[config.mk]
export PLATFORM = sky130hd
export DESIGN_NAME = edge_evt_port
export DESIGN_NICKNAME = d
export VERILOG_FILES = /design/src/rtl/edge_evt_pkg.sv /design/src/rtl/edge_sampler.sv /design/src/rtl/edge_evt_bank.sv /design/src/rtl/edge_read_ctrl.sv /design/src/rtl/edge_evt_port.sv
export SDC_FILE = /design/constraint.sdc
export NUM_CORES = 1
export LEC_CHECK = 0
export BUFFER_PORTS_ARGS = -buffer_cell sky130_fd_sc_hd__buf_2
export CAP_MARGIN = 20
export CORE_ASPECT_RATIO = 1.25
export CORE_UTILIZATION = 23
export CTS_CLUSTER_SIZE = 20
export DETAILED_ROUTE_END_ITERATION = 7
export GPL_TIMING_DRIVEN = 0
export HOLD_SLACK_MARGIN = 0.03
export SYNTH_ARGS = -nofsm -noshare
export SYNTH_HDL_FRONTEND = slang
export SYNTH_SLANG_ARGS = --single-unit
[constraint.sdc]
create_clock -name clk -period 2.65 [get_ports clk]
set_clock_uncertainty 0.2 [all_clocks]
set_input_delay 0.3975 -clock clk [delete_from_list [all_inputs] [get_ports clk]]
set_output_delay 0.3975 -clock clk [all_outputs]
set_load 0.05 [all_outputs]
[src/rtl/edge_evt_pkg.sv]
// Shared types for the edge event port.
// Assumes a one-bit register select on the read side.
package edge_evt_pkg;
    typedef enum logic {
        SEL_RISE = 1'b0,
        SEL_FALL = 1'b1
    } evt_sel_e;
endpackage

[src/rtl/edge_sampler.sv]
// Samples the debounced inputs on the system clock and flags each
// channel's transitions by comparing the current and previous samples.
// Assumes inputs are already debounced and synchronous enough to sample.
module edge_sampler #(
    parameter int N_CH = 16
) (
    input  logic            clk,
    input  logic            rst_n,
    input  logic [N_CH-1:0] din,
    output logic [N_CH-1:0] rise_raw,
    output logic [N_CH-1:0] fall_raw
);
    logic [N_CH-1:0] s_cur;
    logic [N_CH-1:0] s_prev;

    // Two-deep sample history per channel.
    always_ff @(posedge clk) begin
        if (!rst_n) begin
            s_cur  <= '0;
            s_prev <= '0;
        end else begin
            s_cur  <= din;
            s_prev <= s_cur;
        end
    end

    assign rise_raw = s_cur & ~s_prev;
    assign fall_raw = ~s_cur & s_prev;
endmodule

[src/rtl/edge_evt_bank.sv]
// One polarity: enable mask, sticky event register, read snapshot and
// queue for edges that land inside a read window.
// Assumes cap, hold and done come from the read controller, with done
// high only in the final cycle of a window.
module edge_evt_bank #(
    parameter int N_CH = 16
) (
    input  logic            clk,
    input  logic            rst_n,
    input  logic [N_CH-1:0] hit_raw,
    input  logic            mask_we,
    input  logic [N_CH-1:0] mask_wdata,
    input  logic            cap,
    input  logic            pick,
    input  logic            hold,
    input  logic            done,
    output logic [N_CH-1:0] ev
);
    logic [N_CH-1:0] mask;
    logic [N_CH-1:0] snap;
    logic [N_CH-1:0] queue;
    logic [N_CH-1:0] hit;

    assign hit = hit_raw & mask;

    // Enable mask, cleared at reset.
    always_ff @(posedge clk) begin
        if (!rst_n)       mask <= '0;
        else if (mask_we) mask <= mask_wdata;
    end

    // Snapshot of the events to clear; zero when the other bank is read.
    always_ff @(posedge clk) begin
        if (!rst_n)   snap <= '0;
        else if (cap) snap <= pick ? ev : '0;
    end

    // Queue and event register update across the window.
    always_ff @(posedge clk) begin
        if (!rst_n) begin
            ev    <= '0;
            queue <= '0;
        end else if (done) begin
            ev    <= (ev & ~snap) | queue | hit;
            queue <= '0;
        end else if (hold) begin
            queue <= queue | hit;
        end else begin
            ev    <= ev | hit;
        end
    end
endmodule

[src/rtl/edge_read_ctrl.sv]
// Read controller. It accepts strobes, times the forced-low window,
// returns snapshots, and drives the marker and the pending flag.
// Assumes rd_stb is a single-cycle request; strobes inside a window
// are dropped.
module edge_read_ctrl
    import edge_evt_pkg::*;
#(
    parameter int N_CH     = 16,
    parameter int HOLD_CYC = 2
) (
    input  logic            clk,
    input  logic            rst_n,
    input  logic            rd_stb,
    input  evt_sel_e        rd_sel,
    input  logic [N_CH-1:0] rise_ev,
    input  logic [N_CH-1:0] fall_ev,
    output logic            accept,
    output logic            hold,
    output logic            done,
    output logic            rise_pick,
    output logic [N_CH-1:0] rd_data,
    output logic            marker,
    output logic            pending
);
    localparam int CW = $clog2(HOLD_CYC + 1);
    localparam logic [CW-1:0] HOLD_LD = CW'(HOLD_CYC);

    logic [CW-1:0] busy_cnt;

    assign hold      = (busy_cnt != '0);
    assign done      = (busy_cnt == CW'(1));
    assign accept    = rd_stb && !hold;
    assign rise_pick = (rd_sel == SEL_RISE);
    assign marker    = !hold && ((|rise_ev) || (|fall_ev));

    // Window counter: loaded on an accepted read, counts down to idle.
    always_ff @(posedge clk) begin
        if (!rst_n)      busy_cnt <= '0;
        else if (accept) busy_cnt <= HOLD_LD;
        else if (hold)   busy_cnt <= busy_cnt - CW'(1);
    end

    // Read data holds the snapshot of the selected register.
    always_ff @(posedge clk) begin
        if (!rst_n)      rd_data <= '0;
        else if (accept) rd_data <= rise_pick ? rise_ev : fall_ev;
    end

    // Pending: set by a live marker, cleared by a low marker outside a window.
    always_ff @(posedge clk) begin
        if (!rst_n)      pending <= 1'b0;
        else if (marker) pending <= 1'b1;
        else if (!hold)  pending <= 1'b0;
    end
endmodule

[src/rtl/edge_evt_port.sv]
// Top of one edge event port: sampler, a rising bank, a falling bank
// generated from one bank module, and the read controller.
// Assumes debounced inputs and a simple strobe/select read interface.
module edge_evt_port
    import edge_evt_pkg::*;
#(
    parameter int N_CH     = 16,
    parameter int HOLD_CYC = 2
) (
    input  logic            clk,
    input  logic            rst_n,
    input  logic [N_CH-1:0] din,
    input  logic [N_CH-1:0] mask_wdata,
    input  logic            rise_mask_we,
    input  logic            fall_mask_we,
    input  logic            rd_stb,
    input  logic            rd_sel,
    output logic [N_CH-1:0] rd_data,
    output logic            marker,
    output logic            marker_n,
    output logic            pending
);
    logic [N_CH-1:0] rise_raw, fall_raw;
    logic [N_CH-1:0] rise_ev, fall_ev;
    logic [1:0][N_CH-1:0] raw_v, ev_v;
    logic [1:0] we_v, pick_v;
    logic accept, hold, done, rise_pick;

    edge_sampler #(.N_CH(N_CH)) u_smp (
        .clk(clk), .rst_n(rst_n), .din(din),
        .rise_raw(rise_raw), .fall_raw(fall_raw)
    );

    assign raw_v  = {fall_raw, rise_raw};
    assign we_v   = {fall_mask_we, rise_mask_we};
    assign pick_v = {!rise_pick, rise_pick};

    for (genvar p = 0; p < 2; p++) begin : g_bank
        edge_evt_bank #(.N_CH(N_CH)) u_bank (
            .clk(clk), .rst_n(rst_n), .hit_raw(raw_v[p]),
            .mask_we(we_v[p]), .mask_wdata(mask_wdata),
            .cap(accept), .pick(pick_v[p]), .hold(hold), .done(done),
            .ev(ev_v[p])
        );
    end

    assign rise_ev = ev_v[0];
    assign fall_ev = ev_v[1];

    edge_read_ctrl #(.N_CH(N_CH), .HOLD_CYC(HOLD_CYC)) u_ctl (
        .clk(clk), .rst_n(rst_n), .rd_stb(rd_stb),
        .rd_sel(evt_sel_e'(rd_sel)),
        .rise_ev(rise_ev), .fall_ev(fall_ev),
        .accept(accept), .hold(hold), .done(done), .rise_pick(rise_pick),
        .rd_data(rd_data), .marker(marker), .pending(pending)
    );

    assign marker_n = !marker;
endmodule

* After elaboration in Yosys (flattened, before gate mapping)
Cells that the tools add are included.
Operators by class: add/subtract/negate cells 1, equal/unequal tests 3, muxes and demuxes 11, bitwise logic cells 19, reduce and logical (&&, ||, !) cells 11
Operator list (count):
- 16-bit OR | 8
- 16-bit two-way mux | 7
- 16-bit AND | 6
- 16-bit NOT | 4
- 16-bit OR reduction | 2
- 2-bit two-way mux | 2
- 2-bit != test, second input constant | 2
- 2-bit nonzero test | 2
- 2-bit OR reduction | 2
- 2-bit by 1-bit == test with 1-bit output, second input constant | 1
- 1-bit logical AND | 2
- 1-bit zero test | 2
- 1-bit two-way mux | 2
- 2-bit by 1-bit subtractor with 2-bit output, second input constant | 1
- 1-bit logical OR | 1
- 1-bit NOT | 1
Word-level totals: register bits 179, input bits 38, output and inout bits 19, logic and storage cells 59

* Logic depth before layout (Yosys ltp)
Gate-level depths: netlist of run 1.
depth after elaboration 6, depth in mapped cells 6, depth with buffers taken out 3

* Cells and area by module
From an unflattened synthesis of run 1, not the netlist that was laid out.
Second synthesis, totals: cells, all modules 756, area, all modules 7201.9 sq um
Modules (own cells, without submodules):
- edge_evt_bank | instances 2, cells an instance 280, area each 2578.7 sq um, sequential area each 1281.2 sq um
- edge_sampler | instances 1, cells an instance 99, area each 1071.0 sq um, sequential area each 640.6 sq um
- edge_read_ctrl | instances 1, cells an instance 95, area each 965.9 sq um, sequential area each 380.4 sq um
- edge_evt_port | instances 1, cells an instance 2, area each 7.5 sq um, sequential area each 0.0 sq um

* Worst setup path before layout of run 1
OpenSTA, ideal clock, no wires.
path kind register to output, from register u_ctl.busy_cnt[0], to output marker, data arrival time 1.507 ns, data required time 2.053 ns, path slack 0.546 ns, cell stages (with the launch flop) 4, buffers on the path 1, cell sequence dfxtp_1 > buf_2 > or2_2 > a21oi_1
On the way: word-level cells in the longest chain between the ends 3
RTL lines:
- from (decl) | RTL line edge_read_ctrl.sv:28 | logic [CW-1:0] busy_cnt;
- from (signal assigned) | RTL line edge_read_ctrl.sv:40 | else if (hold) busy_cnt <= busy_cnt - CW'(1);
- 2-bit nonzero test | RTL line edge_read_ctrl.sv:30 | assign hold = (busy_cnt != '0);
- 1-bit zero test | RTL line edge_read_ctrl.sv:34 | assign marker = !hold && ((|rise_ev) || (|fall_ev));
- 1-bit logical AND | RTL line edge_read_ctrl.sv:34
- to (decl) | RTL line edge_evt_port.sv:19 | output logic marker,
No other way between the ends.

* Worst setup path after layout of run 1
from register g_bank[1].u_bank.ev[0], to output marker_n
On the way: word-level cells in the longest chain between the ends 4
RTL lines:
- from (decl) | RTL line edge_evt_bank.sv:17 | output logic [N_CH-1:0] ev
- from (signal assigned) | RTL line edge_evt_bank.sv:44 | ev <= (ev & ~snap) | queue | hit;
- from (signal assigned) | RTL line edge_evt_bank.sv:49 | ev <= ev | hit;
- 16-bit OR reduction | RTL line edge_read_ctrl.sv:34
- 1-bit logical OR | RTL line edge_read_ctrl.sv:34
- 1-bit logical AND | RTL line edge_read_ctrl.sv:34
- 1-bit zero test | RTL line edge_evt_port.sv:58 | assign marker_n = !marker;
- to (decl) | RTL line edge_evt_port.sv:20 | output logic marker_n,
No other way between the ends.

==> results of run 1 <==
## cell usage after synthesis
library cell,count
a21boi_0,37
a21boi_1,28
a21o_1,1
a21oi_1,33
a31oi_1,1
and2_1,32
and2b_1,1
and3b_1,1
and4_1,2
buf_2,22
buf_4,4
buf_6,5
clkbuf_1,22
dfxtp_1,179
mux2i_1,48
nand2_1,81
nand2b_4,1
nand3_1,16
nand3b_1,48
nor2_1,32
nor2_2,1
nor2b_1,32
nor3b_2,1
nor4_1,8
o211a_1,16
o21a_1,32
o21ai_0,1
o21ba_1,2
o21ba_2,30
or2_2,1
or3b_1,1
## kinds of logic (layout without fill, tap and decap cells)
logic type / count (synthesis) / after routing / synth area share (%)
flip-flops: 179 / 179 / 50.2
multiplexers: 48 / 48 / 6.74
buffers and inverters: 53 / 156 / 3.91
AND/OR/NAND/NOR: 258 / 258 / 19.6
AO/OA/AOI/OAI: 181 / 181 / 19.5
## cell type report
type / count / area (um^2) / area share [%]
multi-input combinational: 487 / 3280 / 38.1
clock inverter: 12 / 86.3 / 1.00
sequential: 179 / 3580 / 41.6
buffer: 53 / 279 / 3.24
tap: 401 / 502 / 5.82
clock buffer: 19 / 433 / 5.02
timing repair buffer: 72 / 455 / 5.28
## sequential cells by signal, summed over array words and instances (netlist names)
| name | cells |
|---|---|
| u_smp.s_prev | 16 |
| g_bank.u_bank.queue | 32 |
| u_ctl.rd_data | 16 |
| g_bank.u_bank.mask | 32 |
| g_bank.u_bank.snap | 32 |
| u_ctl.busy_cnt | 2 |
| u_smp.s_cur | 16 |
| u_ctl.pending | 1 |
| g_bank.u_bank.ev | 32 |
## stage by stage
| step | hold WS [ns] | util, % | cells |
|---|---|---|---|
| 2_1_floorplan | 0.232 | - | 719 |
| 3_3_place_gp | 0.238 | 26.1 | 1173 |
| 3_5_place_dp | 0.242 | 26.1 | 1173 |
| 4_1_cts | 0.0304 | 28.4 | 1223 |
| 5_1_grt | 0.0451 | 28.5 | 1223 |
| 6_report | 0.0399 | 28.5 | 1223 |
## what timing repair did
item	CTS	global route
resized for setup	1	1
hold buffers	19	0
gates cloned	0	0
setup endpoints to repair	1	1
endpoints found under the hold margin	21	0
## critical path, cell delays in order, from the launching register on
cell     delay [ns]
dfxtp_1        0.35
nor4_1         0.40
and4_1         0.30
a21o_1         0.23
buf_2          0.30
## how the worst max path moves through the flow
stage,to,slack (ns),cells past startpoint
after floorplan,marker,0.55,3
after global placement,marker_n,0.44,4
after detailed placement,marker_n,0.47,4
after CTS,marker_n,0.04,4
after global routing,marker_n,0.01,4
final,marker_n,0.05,4
## per-layer routing
| layer | up-vias | global-route usage (%) | routed length, um |
|---|---|---|---|
| li1 | 2653 | - | - |
| met1 | 2467 | 15.3 | 8780 |
| met3 | 22 | 2.23 | 634 |
| met4 | 0 | 4.06 | 251 |
| met2 | 99 | 19.2 | 8070 |
| met5 | - | 0 | 0 |
## where the power goes
part           switching, mW  internal, mW  total [mW]
combinational          0.374         0.228       0.602
sequential            0.0528          2.78        2.83
clock                   1.06          1.19        2.25
==> results.tsv, run 1 <==
metric	value	unit
R2R depth	4	
Final Critical Period	2.60	ns
status	complete, no violations	
CP startpoint kind	flop	
critical path class	flop to output port	
most frequent cells in the layout	dfxtp_1, nand2_1, buf_2, mux2i_1, nand3b_1	
# Post-CTS Setup Buffers	0	
H-tree depth	4	
routability cong.	0.802	
final net count	848	
leakage	3.41	nW
fin area	8620	um^2
root buf cell	clkbuf_16	
crit path capture type	output port	
Syn-to-layout area delta	20.9	%
hold path startpoint	mask_wdata[0]	
Die X	160	um
Mapped Nets	757	
Avg WL per Cell	14.5	um
Final Hold Fails	0	
drt pass-1 iters	5	
largest net degree at the start of global routing	17	
pwr dens	660	nW/um^2
global route overflow	0	
Required @ worst endpoint	2.05	ns
fillers	3210	
unrepaired setup endpoints after global routing	no	
Post-route DRC	0	
slew at the pin with the worst max-slew slack	0.600	ns
clock sink count	179	
post-synthesis area per instance	9.92	um^2
initial antenna violation count	0	
worst hold stages	3	
vias	5241	
Yosys top cell area share	50.2	%
# Max-Cap Violations	0	
crit-path max FO	4	
total die area	31700	um^2
Max Slew Vio Count	0	
synthesized instance count	719	
Hold Crit Endpoint	g_bank[1].u_bank.mask[0]	
synth unique cells	31	
Clock Latency Late Sink	0.43	ns
Fin Setup TNS	0	ns
Core ar.	30300	um^2
Yosys reg bits	179	
Data arrival, critical path	2.01	ns
Post-DP Area	7900	um^2
final setup violation count	0	
first-pass GRT wire length	28.6	mm
pre-CTS setup slack	0.471	ns
final wirelength	17.7	mm
global-route usage over all layers	11.7	%
TritonCTS clock tree	yes	
DIE HEIGHT	199	um
post-synthesis sequential area ratio	50.2	%
Slew Limit Headroom	60.0	%
initial detailed-routing violation count	347	
worst setup margin	0.0455	ns
dominant cells by area after synthesis	dfxtp_1, mux2i_1, nand3b_1, nand2_1, o21ba_2	
antenna-violating nets left	0	
site row count	71	
io pins	57	
worst min path class	primary input to flop	
Worst-path clk slew	0.06	ns
worst r2r src	u_ctl.busy_cnt[1]	
buffers added on ports	53	
worst setup path start	g_bank[1].u_bank.ev[0]	
most common cell after layout, fill and taps aside	dfxtp_1	
cts bufs inserted	17	
internal reg-to-reg setup slack	0.95	ns
antenna cell count	0	
vias per cell	4.29	
starting density of the core	23.5	%
Cell Area, Synth	7130	um^2
fin crit share	98.3	%
YS warnings	0	
DP HPWL	13.3	mm
overall power	5.69	mW
worst vdd ir	0.000454	V
Max Freq	384	MHz
area leader, netlist	dfxtp_1	
share of cells above drive strength 1	18.1	%
clk buf depth	2	
number of global-route vias before repair	5218	
r2r endpoint	g_bank[0].u_bank.ev[5]	
Power figures use the tool's default switching activity.
==> run 2: changes to the inputs <==
--- a/config.mk
+++ b/config.mk
@@ -6,8 +6,7 @@
 export NUM_CORES = 1
 export LEC_CHECK = 0
 export BUFFER_PORTS_ARGS = -buffer_cell sky130_fd_sc_hd__buf_2
-export CAP_MARGIN = 20
-export CORE_ASPECT_RATIO = 1.25
+export CORE_ASPECT_RATIO = 1.4
 export CORE_UTILIZATION = 23
 export CTS_CLUSTER_SIZE = 20
 export DETAILED_ROUTE_END_ITERATION = 7
==> constraint.sdc (replaced) <==
create_clock -name clk -period 2.1 [get_ports clk]
set_clock_uncertainty 0.2 [all_clocks]
set_input_delay 0.315 -clock clk [delete_from_list [all_inputs] [get_ports clk]]
set_output_delay 0.315 -clock clk [all_outputs]
set_load 0.05 [all_outputs]
==> run 2 against run 1 <==
Net effect: the flow now finishes with violations (setup timing); cell area is 2.8% higher; core utilization is 0.86 points higher; critical path depth unchanged; non-clock buffer count rose by 14; sequential power grew 27%; worst setup slack worse by 0.20 ns; hold slack improved by 0.081 ns; via count grew 1.7%; first-iteration DRC count fell by 42%; critical path type unchanged; critical endpoint unchanged.
==> results.tsv, run 2 (synthesized netlist as in run 1, its figures left out) <==
metric	value	unit	change
Worst-path clk slew	0.07	ns	about the same
CP startpoint kind	flop		
initial antenna violation count	0		unchanged
status	finished, violations left		
cts bufs inserted	17		unchanged
Core ar.	30200	um^2	-0.25%
largest net degree at the start of global routing	18		+1
post-route insts no fill	1222		-0.082%
crit-path max FO	4		unchanged
worst setup margin	-0.158	ns	-0.204 ns
vias per cell	4.36		+1.8%
most frequent cells in the layout	dfxtp_1, nand2_1, buf_2, mux2i_1, nand3b_1		
fillers	3227		+0.53%
internal power	5.39	mW	+28%
Required @ worst endpoint	1.58	ns	-0.47 ns
total die area	31700	um^2	about the same
starting density of the core	23.6	%	+0.059 points
Slew Limit Headroom	59.0	%	-1.0 points
Syn-to-layout area delta	24.2	%	
Sw Pwr	2.00	mW	+34%
worst vdd ir	0.000542	V	+19%
FF/Latch Area	3600	um^2	+0.42%
Sw Ratio	27.1	%	+0.93 points
Multi-input gate area	3340	um^2	+1.8%
final net count	862		+1.7%
final setup violation count	2		+2
# Max-Cap Violations	0		unchanged
global route overflow	0		unchanged
pre-CTS setup slack	0.00376	ns	-0.467 ns
combinational cell fraction of total power	10.9	%	+0.3 points
Avg WL per Cell	14.6	um	+0.92%
number of global-route vias before repair	5342		+2.4%
leakage	3.51	nW	+3.0%
antenna cell count	0		unchanged
DP HPWL	13.6	mm	+2.2%
first-pass GRT wire length	28.9	mm	+0.77%
fin area	8860	um^2	+2.8%
unrepaired setup endpoints after global routing	yes		
failing checks	setup timing		
clk buf depth	2		unchanged
vias	5332		+1.7%
routability cong.	0.799		-0.46%
Flop pwr share	48.4	%	-1.4 points
share of cells above drive strength 1	20.2	%	+2.1 points
Max Slew Vio Count	0		unchanged
DIE HEIGHT	210	um	+5.8%
power share of the clock group	40.7	%	+1.1 points
crit path capture type	output port		
Post-DP Area	7880	um^2	-0.25%
Final Hold Fails	0		unchanged
worst min path class	primary input to flop		
Max Freq	443	MHz	
H-tree depth	4		unchanged
Clock Latency Late Sink	0.43	ns	about the same
drt pass-1 iters	4		-1
io pins	57		unchanged
Final Critical Period	2.26	ns	
global-route usage over all layers	11.9	%	+0.24 points
Post-Place Cells	1157		-1.4%
site row count	75		+5.6%
clock sink count	179		unchanged
slew at the pin with the worst max-slew slack	0.615	ns	+0.0153 ns
fin crit share	108	%	
critical path class	flop to output port		
antenna-violating nets left	0		unchanged
Post-route DRC	0		unchanged
initial detailed-routing violation count	202		-42%
pwr dens	834	nW/um^2	+26%
TritonCTS clock tree	yes		
root buf cell	clkbuf_16		
buffers added on ports	53		unchanged
most common cell after layout, fill and taps aside	dfxtp_1		
final wirelength	17.9	mm	+0.83%
Data arrival, critical path	1.74	ns	-0.27 ns
Fin Setup TNS	-0.204	ns	-0.204 ns
Die X	151	um	-5.4%
run 2: cell count changes in the layout (fill, tap and decap cells not counted), sizes merged:
| cell | previous run | this run |
|---|---|---|
| clkinvlp | 3 | 6 |
| clkbuf | 41 | 40 |
| clkinv | 8 | 2 |
| dlygate4sd3 | 19 | 32 |
| inv | 1 | 6 |
| buf | 84 | 85 |
run 2: worst max-delay path, stage by stage, from the launching register on:
cell	delay (ns)
dfxtp_1	0.35
nor4_1	0.34
and4_4	0.29
a21o_1	0.17
buf_6	0.17
run 2: power groups by stage:
stage          logic [mW]  registers, mW  clock network, mW
3_5_place_dp        0.740           3.65                  0
4_1_cts             0.805           3.57               3.07
6_report            0.806           3.58               3.01
5_1_grt             0.877           3.59               3.19
3_3_place_gp        0.734           3.65                  0
2_1_floorplan       0.424           3.73                  0
run 2: stage by stage:
step                      power (mW)  hold slack (ns)  utilization (%)
after floorplan                 4.15            0.232                -
after global placement          4.38            0.238             26.1
after detailed placement        4.39            0.242             26.1
after CTS                       7.45            0.106             29.2
after global routing            7.65            0.139             29.3
final                           7.39            0.121             29.3
run 2: final cells by class:
cell class | count | area share [%]
Clock buffer | 18 | 4.84
Sequential cell | 179 | 40.6
Multi-Input combinational cell | 487 | 37.7
Clock inverter | 14 | 1.38
Buffer | 53 | 3.15
Timing Repair Buffer | 86 | 6.84
Tap cell | 385 | 5.44
run 2: metal layers:
layer | track usage, % | routed length, um | vias to the layer above | share of wire (%)
li1 | - | - | 2677 | -
met1 | 13.9 | 7900 | 2552 | 44
met2 | 21.2 | 9110 | 86 | 51
met3 | 2.49 | 594 | 17 | 3.3
met4 | 4.17 | 271 | 0 | 1.5
met5 | 0 | 0 | - | 0
run 2: what timing repair did:
item,in CTS,in global routing
setup buffers,1,0
hold buffers,32,0
endpoints found under the setup margin,2,2
resized for setup,14,13
pin swaps,3,8
endpoints found under the hold margin,48,0
run 2: final timing paths:
check                                         startpoint                    endpoint  slack [ns]  cells past startpoint
worst max-delay path             g_bank[0].u_bank.ev[15]                    marker_n       -0.16                      4
worst min-delay path                               rst_n  g_bank[0].u_bank.queue[15]        0.12                      3
worst max register to register         u_ctl.busy_cnt[1]     g_bank[1].u_bank.ev[15]        0.39                      4
worst min register to register  g_bank[1].u_bank.snap[9]    g_bank[1].u_bank.snap[9]        0.25                      2
